### src/rtl/amp_guard_pkg.sv
package amp_guard_pkg;

  typedef enum logic [2:0] {
    CAUSE_NONE    = 3'd0,
    CAUSE_SLEEP   = 3'd1,
    CAUSE_OCLATCH = 3'd2,
    CAUSE_VOLT    = 3'd3,
    CAUSE_SPK     = 3'd4,
    CAUSE_EXTMUTE = 3'd5,
    CAUSE_SILENCE = 3'd6
  } muteCause_e;

  // control -> datapath strobes
  typedef struct packed {
    logic holdStart;   // an external mute request is active
    logic silReset;    // clear the silence timer
  } dpCmd_t;

  // datapath -> control state
  typedef struct packed {
    logic holdBusy;    // un-mute wait still running
    logic silent;      // quiet long enough
  } dpStat_t;

  // quiet threshold on the summed magnitude for 16-bit samples
  function automatic logic [5:0] silThreshold(input logic [1:0] code);
    case (code)
      2'b00:   return 6'd3;
      2'b01:   return 6'd7;
      2'b10:   return 6'd13;
      default: return 6'd26;
    endcase
  endfunction

endpackage

### src/rtl/amp_guard_dp.sv
module amp_guard_dp
  import amp_guard_pkg::*;
#(
  parameter int LEVEL_W     = 16,
  parameter int SIL_BASE_MS = 85000,
  parameter int UNMUTE_MS   = 200
) (
  input  logic               clk,
  input  logic               rstN,
  input  logic               msTick,
  input  dpCmd_t             cmd,
  input  logic [1:0]         silTimeSel,
  input  logic [1:0]         silLevelSel,
  input  logic [LEVEL_W-1:0] lvl [2],
  output dpStat_t            stat
);

  localparam int SUM_W   = LEVEL_W + 1;
  localparam int SIL_CW  = $clog2(8 * SIL_BASE_MS + 1);
  localparam int HOLD_CW = $clog2(UNMUTE_MS + 1);

  logic [LEVEL_W-1:0] mag [2];
  logic [SUM_W-1:0]   levelSum;
  logic [SIL_CW-1:0]  silLimit;
  logic [SIL_CW-1:0]  silCnt;
  logic [HOLD_CW-1:0] holdCnt;
  logic               silEnable;
  logic               quiet;
  logic               holdBusy;
  logic               silent;

  // magnitude of each signed sample
  for (genvar g = 0; g < 2; g++) begin : gMag
    assign mag[g] = lvl[g][LEVEL_W-1] ? (~lvl[g] + LEVEL_W'(1)) : lvl[g];
  end

  assign levelSum = {1'b0, mag[0]} + {1'b0, mag[1]};
  assign quiet    = levelSum < SUM_W'(silThreshold(silLevelSel));

  always_comb begin
    silEnable = 1'b1;
    case (silTimeSel)
      2'b00:   silLimit = SIL_CW'(4 * SIL_BASE_MS);
      2'b01:   silLimit = SIL_CW'(SIL_BASE_MS);
      2'b10:   silLimit = SIL_CW'(8 * SIL_BASE_MS);
      default: begin
        silLimit  = '0;
        silEnable = 1'b0;
      end
    endcase
  end

  // un-mute wait counter
  always_ff @(posedge clk or negedge rstN) begin
    if (!rstN) begin
      holdBusy <= 1'b0;
      holdCnt  <= '0;
    end else if (cmd.holdStart) begin
      holdBusy <= 1'b1;
      holdCnt  <= '0;
    end else if (holdBusy && msTick) begin
      if (holdCnt == HOLD_CW'(UNMUTE_MS - 1)) holdBusy <= 1'b0;
      else                                    holdCnt  <= holdCnt + 1'b1;
    end
  end

  // silence timer
  always_ff @(posedge clk or negedge rstN) begin
    if (!rstN) begin
      silCnt <= '0;
      silent <= 1'b0;
    end else if (cmd.silReset || !silEnable || !quiet) begin
      silCnt <= '0;
      silent <= 1'b0;
    end else if (msTick && !silent) begin
      if (silCnt == silLimit - 1'b1) silent <= 1'b1;
      else                           silCnt <= silCnt + 1'b1;
    end
  end

  assign stat.holdBusy = holdBusy;
  assign stat.silent   = silent;

endmodule

### src/rtl/amp_guard_ctl.sv
module amp_guard_ctl
  import amp_guard_pkg::*;
(
  input  logic       clk,
  input  logic       rstN,
  input  logic       ovFlag,
  input  logic       uvFlag,
  input  logic       ocLimFlag,
  input  logic       ocShutFlag,
  input  logic [1:0] spkPresent,
  input  logic       mutePin,
  input  logic       sleepPin,
  input  logic       regMute,
  input  logic       ocStickyClr,
  input  dpStat_t    stat,
  output dpCmd_t     cmd,
  output muteCause_e causeR,
  output logic       lowPowerR,
  output logic       gainR,
  output logic       ocStickyR,
  output logic       ocLatchR,
  output logic       voltR,
  output logic       silStR
);

  logic       mutePrevR;
  logic       spkHoldR;
  logic       muteRise;
  logic       ocLatchNx;
  logic       spkHoldNx;
  logic       extMute;
  muteCause_e causeNx;

  assign cmd.holdStart = mutePin | regMute;
  assign cmd.silReset  = sleepPin;

  always_comb begin
    muteRise  = mutePin & ~mutePrevR;
    ocLatchNx = ocShutFlag | (ocLatchR & ~muteRise);
    spkHoldNx = spkHoldR & ~(&spkPresent);
    extMute   = mutePin | regMute | stat.holdBusy;
    if (sleepPin)              causeNx = CAUSE_SLEEP;
    else if (ocLatchNx)        causeNx = CAUSE_OCLATCH;
    else if (ovFlag || uvFlag) causeNx = CAUSE_VOLT;
    else if (spkHoldNx)        causeNx = CAUSE_SPK;
    else if (extMute)          causeNx = CAUSE_EXTMUTE;
    else if (stat.silent)      causeNx = CAUSE_SILENCE;
    else                       causeNx = CAUSE_NONE;
  end

  always_ff @(posedge clk or negedge rstN) begin
    if (!rstN) begin
      causeR    <= CAUSE_SPK;
      mutePrevR <= 1'b0;
      spkHoldR  <= 1'b1;
      ocLatchR  <= 1'b0;
      lowPowerR <= 1'b0;
      gainR     <= 1'b0;
      ocStickyR <= 1'b0;
      voltR     <= 1'b0;
      silStR    <= 1'b0;
    end else begin
      causeR    <= causeNx;
      mutePrevR <= mutePin;
      spkHoldR  <= spkHoldNx;
      ocLatchR  <= ocLatchNx;
      lowPowerR <= sleepPin;
      gainR     <= ocLimFlag;
      ocStickyR <= ocLimFlag | (ocStickyR & ~ocStickyClr);
      voltR     <= ovFlag | uvFlag;
      silStR    <= stat.silent;
    end
  end

endmodule

### src/rtl/amp_guard.sv
module amp_guard
  import amp_guard_pkg::*;
#(
  parameter int LEVEL_W     = 16,
  parameter int SIL_BASE_MS = 85000,
  parameter int UNMUTE_MS   = 200
) (
  input  logic               clk,
  input  logic               rstN,
  input  logic               msTick,
  input  logic               ovFlag,
  input  logic               uvFlag,
  input  logic               ocLimFlag,
  input  logic               ocShutFlag,
  input  logic [1:0]         spkPresent,
  input  logic               mutePin,
  input  logic               sleepPin,
  input  logic               regMute,
  input  logic               ocStickyClr,
  input  logic [1:0]         silTimeSel,
  input  logic [1:0]         silLevelSel,
  input  logic [LEVEL_W-1:0] lvlCh0,
  input  logic [LEVEL_W-1:0] lvlCh1,
  output logic               stageEn,
  output logic               hmute,
  output logic               gainReduce,
  output logic               lowPower,
  output logic [2:0]         muteCause,
  output logic               stMuted,
  output logic               stSilence,
  output logic               stOcSticky,
  output logic               fltOcShut,
  output logic               fltVoltage
);

  dpCmd_t             cmd;
  dpStat_t            stat;
  muteCause_e         causeR;
  logic [LEVEL_W-1:0] lvlArr [2];

  assign lvlArr[0] = lvlCh0;
  assign lvlArr[1] = lvlCh1;

  amp_guard_dp #(
    .LEVEL_W(LEVEL_W), .SIL_BASE_MS(SIL_BASE_MS), .UNMUTE_MS(UNMUTE_MS)
  ) uDp (
    .clk(clk), .rstN(rstN), .msTick(msTick), .cmd(cmd),
    .silTimeSel(silTimeSel), .silLevelSel(silLevelSel),
    .lvl(lvlArr), .stat(stat)
  );

  amp_guard_ctl uCtl (
    .clk(clk), .rstN(rstN), .ovFlag(ovFlag), .uvFlag(uvFlag),
    .ocLimFlag(ocLimFlag), .ocShutFlag(ocShutFlag), .spkPresent(spkPresent),
    .mutePin(mutePin), .sleepPin(sleepPin), .regMute(regMute),
    .ocStickyClr(ocStickyClr), .stat(stat), .cmd(cmd), .causeR(causeR),
    .lowPowerR(lowPower), .gainR(gainReduce), .ocStickyR(stOcSticky),
    .ocLatchR(fltOcShut), .voltR(fltVoltage), .silStR(stSilence)
  );

  assign muteCause = causeR;
  assign stageEn   = (causeR == CAUSE_NONE);
  assign hmute     = ~stageEn;
  assign stMuted   = ~stageEn;

endmodule

### config.mk
export PLATFORM = sky130hd
export DESIGN_NAME = amp_guard
export DESIGN_NICKNAME = d
export VERILOG_FILES = /design/src/rtl/amp_guard_pkg.sv /design/src/rtl/amp_guard_dp.sv /design/src/rtl/amp_guard_ctl.sv /design/src/rtl/amp_guard.sv
export SDC_FILE = /design/constraint.sdc
export NUM_CORES = 1
export LEC_CHECK = 0
export ABC_AREA = 1
export BUFFER_PORTS_ARGS = -buffer_cell sky130_fd_sc_hd__clkbuf_2
export CAP_MARGIN = 20
export CORE_AREA = 2 2 96 98
export CTS_BUF_LIST = sky130_fd_sc_hd__clkbuf_8
export DETAILED_ROUTE_END_ITERATION = 6
export DIE_AREA = 0 0 98 100
export GPL_TIMING_DRIVEN = 0
export PLACE_DENSITY_LB_ADDON = 0.3
export SLEW_MARGIN = 20
export SYNTH_ARGS = -nofsm -noshare
export SYNTH_HDL_FRONTEND = slang
export SYNTH_SLANG_ARGS = --single-unit
### constraint.sdc
create_clock -name clk -period 2.1 [get_ports clk]
set_input_delay 0.42 -clock clk [delete_from_list [all_inputs] [get_ports clk]]
set_output_delay 0.42 -clock clk [all_outputs]
set_load 0.01 [all_outputs]
# == After elaboration in Yosys (flattened, before gate mapping) ==
# Cells that the tools add are included.
# word_totals
input_bits,49
regBits,41
out_inout_bits,12
# classes
addsub,6
n_eq_ne,8
muxes,23
order_cmp,1
reduce_logical,21
bitwise,16
# op_table
cell,count
$mux 20,3
$pmux 20 s3,1
$add 16x1->16 const B,2
$mux 16,2
$not 16->16,2
$mux 8,3
$add 20x1->20 const B,1
$eq 20x20->1,1
$sub 20x1->20 const B,1
$mux 3,6
$add 16x16->17,1
$lt 17x5->1,1
$pmux 5 s3,1
$reduce_and 2->1,5
$add 8x1->8 const B,1
$eq 8x8->1 const B,1
$reduce_bool 2->1,4
$mux 1,7
$not 1->1,5
$or 1x1->1,5
$and 1x1->1,4
$eq 2x1->1 const B,2
$eq 2x2->1 const B,2
$logic_not 2->1,2
7 further kinds,12

# == Depth between registers and ports, before layout ==
# depth
depth_word,9
depth_mapped,25
depth_no_buf,24

# == Cells and area by module ==
# A second synthesis with hierarchy kept.
# hier_totals
hier_cells,601
area_unflattened_um2,4043.9
# by_module_without_submodules
module,area_each_um2,seq_area_each_um2,instances,cells_each
amp_guard_dp,3587.2,750.7,1,552
amp_guard_ctl,424.2,277.8,1,42
amp_guard,32.5,0.0,1,7

# == Least setup slack after synthesis ==
# OpenSTA, ideal clock, no wires.
# synth_path
path_kind,input port to flip-flop
from,input port lvlCh0[15]
to,register uDp.silCnt[12]
required_time_ns,2.031
arrival_time_ns,3.007
slack_ns,-0.976
setup_time_ns,0.069
path_stages,21
path_cell_list,clkbuf_1 -> inv_1 -> a21oi_1 -> xor2_1 -> ha_1 -> nand2_1 -> nand3_1 -> xor2_1 -> ha_1 -> nand2_1 -> nand2_1 -> nor2_1 -> nand2_1 -> nor2_1 -> nand3_1 -> nor2_1 -> nand3_2 -> nor2_2 -> nand2_2 -> buf_6 -> nor2_2
# synth_between
elab_chain_len,9
elab_cells_between_ends,11
# synth_rtl
element,line,source
from (decl),amp_guard.sv:22,"input logic [LEVEL_W-1:0] lvlCh0,"
$not 16->16,amp_guard_dp.sv:34,assign mag[g] = lvl[g][LEVEL_W-1] ? (~lvl[g] + LEVEL_W'(1)) : lvl[g];
$add 16x1->16,amp_guard_dp.sv:34,
$mux 16 (*),amp_guard_dp.sv:34,
$add 16x16->17 (*),amp_guard_dp.sv:37,"assign levelSum = {1'b0, mag[0]} + {1'b0, mag[1]};"
$lt 17x5->1 (*),amp_guard_dp.sv:38,assign quiet = levelSum < SUM_W'(silThreshold(silLevelSel));
$logic_not 1->1 (*),amp_guard_dp.sv:72,end else if (cmd.silReset || !silEnable || !quiet) begin
$logic_or 1x1->1 (*),amp_guard_dp.sv:72,
$ne 2x1->1 (no line) / $reduce_bool 2->1 (equally long branches),--,
$reduce_and 2->1 (no line),--,
to (signal assigned),amp_guard_dp.sv:77,else silCnt <= silCnt + 1'b1;
to (decl),amp_guard_dp.sv:25,logic [SIL_CW-1:0] silCnt;
# Every way passes the cells marked *; elsewhere a longest branch is shown, timed or not.
# A chain may end at the register's enable or synchronous reset.

# == Final worst setup path ==
# layout_path
from,input port lvlCh1[3]
to,register uDp.silCnt[5]
# layout_between
elab_chain_len,9
elab_cells_between_ends,11
# layout_rtl
element,line,source
from (decl),amp_guard.sv:23,"input logic [LEVEL_W-1:0] lvlCh1,"
$not 16->16,amp_guard_dp.sv:34,
$add 16x1->16,amp_guard_dp.sv:34,
$mux 16 (*),amp_guard_dp.sv:34,
$add 16x16->17 (*),amp_guard_dp.sv:37,
$lt 17x5->1 (*),amp_guard_dp.sv:38,
$logic_not 1->1 (*),amp_guard_dp.sv:72,
$logic_or 1x1->1 (*),amp_guard_dp.sv:72,
$ne 2x1->1 (no line) / $reduce_bool 2->1 (equally long branches),--,
$reduce_and 2->1 (no line),--,
# Marked as above.

==> impl_results.md <==
- Status: complete, but fails checks
- Failing checks: setup timing
- Mapped Area: 4240 um^2
- Die area: 9800 um^2
- Reg2Reg Depth: 9
- CTS tree: built
- Top post-synthesis cells by area: dfrtp_1 23%, nand2_1 17%, inv_1 9.7%, ha_1 9.4%, nand3_1 5.2%
- Antenna fix cells: 0
- Register Area: 1030 um^2
- Post-Route WL: 10100 um
- Pin count of the biggest net entering global routing: 42
- Total leakage power: 2.67 nW
- Max Slew Vio Count: 0
- Crit share post-route: 1.46
- Cell Rows: 35
- RSZ-0062 raised after global routing: yes
- Relative slew slack: 0.394
- Nets: 823
- Max IR drop VDD: 0.332 mV
- Critical Path, Cell by Cell: buf_8, inv_4, nand2_4, nor2_4, nand2_2, inv_2, nand4_1, nor3_2, nand3_1, nor4_2, ha_1, nand2_1, inv_2, o21ai_1, nand2_1, nor2_2, nand3_1, nor2_1, nand3_2, nor2_4, nand2_4, clkbuf_16, nor2_4
- Startpoint Class: input port
- Most frequent cells after synthesis: 190 x nand2_1, 109 x inv_1, 55 x nor2_1, 44 x nand3_1, 39 x dfrtp_1
- Hold_buf cts: 0
- First-pass GRT wire length: 17000 um
- HP Class: input port to asynchronous set/reset pin
- Setup-failing EPs final: 21
- Syn_nets: 739
- Worst-path fanout max: 5
- R2r setup slk: 0.04 ns
- Multi-input gate area: 2980 um^2
- Count leader, synth: nand2_1
- Placed cells: 827
- Final Util: 0.604
- Max_cap viols: 0
- DRC Markers: 0
- Layout cell share with drive strength beyond 1: 0.251
- Yosys reg bits: 41
- Vias in the first global route: 4045
- Fmax: 0.327 GHz
- Required time of the critical path: 2.34 ns
- First-pass DRT Iterations: 5
- Gpl congestion: 0.914
- HPWL after DPL: 7810 um
- Hold Vio Cnt, Final: 0
- CTS clk-pin slew, worst paths: 0.08 ns
- Sink Count: 41
- Final antenna-violating net count: 0
- CTS Buffer Depth: 2
- Arrival time worst endpoint: 3.30 ns
- Worst clock skew: 0.00499 ns
- CP Capture Type: flip-flop
- Final instance area: 5370 um^2
- Clk Latency, worst-skew pair: 0.30 ns
- Worst R2R Start: uDp.silCnt[0]
- Post-synth EDFFs: 0
- Total CTS buffers: 5
- Post-Synthesis Cells: 657
- Synth cell types: 37
- Non-Filler Instances: 853
- Die W: 98 um
- Synth-to-Final Area Change: 26.7%
- PortBufs: 59
- Yosys top cell area share: 0.230
- DRT iter0 DRCs: 183
- Most used cell, CP: nor2_4
- Syn_area_per_cell: 6.45 um^2
- Crit-path slowest cell: nor4_2
- Max stage delay on crit path: 0.30 ns
- DR WL/cell: 11.9 um
- Starting density of the core: 0.477
- Area leader, netlist: dfrtp_1
- Setup ws final: -0.961 ns
- Filler cells: 827
- WHS: 0.241 ns
- Cell area power density: 501 nW/um^2
- Vias per cell: 5.05
- Initial antenna violation count: 0
- Post-synthesis sequential area ratio: 0.243
- FF-to-FF End: uDp.silCnt[18]
- Final min period: 3.06 ns
- Placement Cell Area: 4780 um^2
- Chip Height: 100 um
- Most used DFF post-synth: dfrtp_1
- Remaining global-route overflow: 0
- Yosys warns: 0
- CTS H-tree lvls: 2
- Worst Path Class, Setup: input port to flip-flop
- Vias: 4305
- Async SR Flop Fraction: 1.00
- Worst-Margin Slew: 0.909 ns
- Core area: 8890 um^2
- GRT Total Usage: 0.205
- I/O pins: 61
- Root Driver: clkbuf_8
-- where the power goes --
part	internal (W)	leakage [nW]	switching, W
registers	0.000801	0.537	0.00000488
clock network	0.000478	0.0687	0.000287
logic	0.000460	2.06	0.000657
-- cell type report --
cell class                 count  area share
sequential                    41       0.192
tap                          111      0.0259
buffer                         8      0.0191
inverter                     113      0.0846
clock buffer                   5      0.0128
clock inverter                 3      0.0128
timing repair buffer          77      0.0988
multi-input combinational    495       0.554
-- kinds of logic after synthesis --
kind of cell / count (synthesis) / synth area share
simple gates: 368 / 0.387
buf+inv: 121 / 0.117
compound gates: 55 / 0.0741
flops: 41 / 0.243
xor+xnor: 39 / 0.0806
fa+ha+maj: 33 / 0.0992
-- worst max-delay path, delay by kind of cell --
family | cells | cell delay, ns
compound gates | 1 | 0.06
buf+inv | 5 | 0.45
simple gates | 16 | 2.06
fa+ha+maj | 1 | 0.30
-- placed cells by master, fill, tap and decap left out, types with 8 or more instances in the layout --
cell	count
nor2_2	12
ha_1	28
clkbuf_8	8
nor2_1	49
nand3_1	42
xnor2_1	16
o21ai_0	21
dfrtp_1	39
nand2_1	184
clkbuf_2	53
inv_1	99
a21oi_1	13
nand4_1	9
nor3_1	15
nor2_4	22
buf_4	18
xor2_1	22
nand2_2	11
-- repair_timing --
item,4_1_cts,5_1_grt
gates cloned,1,1
buffers inserted,13,3
resized for setup,31,36
setup endpoints to repair,21,21
pin swaps,3,19
-- state kept, by name, indices dropped and copies added, names as in the netlist --
register / cells
uCtl.gainR: 1
uCtl.causeR: 3
uCtl.ocLatchR: 1
uCtl.voltR: 1
uDp.silent: 1
uDp.holdCnt: 8
uCtl.spkHoldR: 1
uCtl.mutePrevR: 1
uCtl.lowPowerR: 1
uDp.silCnt: 20
uCtl.silStR: 1
uDp.holdBusy: 1
uCtl.ocStickyR: 1
-- per-stage QoR --
stage / setup TNS (ns) / setup WS (ns) / power [W]
5_1_grt: -25.63 / -1.26 / 0.00287
3_3_place_gp: -25.39 / -1.24 / 0.00177
4_1_cts: -17.29 / -0.849 / 0.00266
6_report: -19.32 / -0.961 / 0.00269
2_1_floorplan: -14.48 / -0.718 / 0.00155
3_5_place_dp: -26.44 / -1.28 / 0.00180
-- metal layers --
| metal | vias to the layer above | share of wire | GRT usage | wire length [um] |
|---|---|---|---|---|
| li1 | 2219 | - | - | - |
| met3 | 18 | 0.050 | 0.0244 | 507 |
| met5 | - | 0 | 0 | 0 |
| met4 | 0 | 0.023 | 0.0929 | 235 |
| met1 | 1937 | 0.42 | 0.241 | 4290 |
| met2 | 131 | 0.50 | 0.375 | 5120 |
-- worst max path at each step --
stage                    from        endpoint
finish              lvlCh1[3]   uDp.silCnt[5]
global route        lvlCh1[3]   uDp.silCnt[5]
CTS                 lvlCh0[0]   uDp.silCnt[6]
detailed placement  lvlCh1[1]   uDp.silCnt[6]
global placement    lvlCh1[1]  uDp.silCnt[12]
floorplan           lvlCh1[1]  uDp.silCnt[12]
No activity file was read; power rests on OpenSTA's default activity.
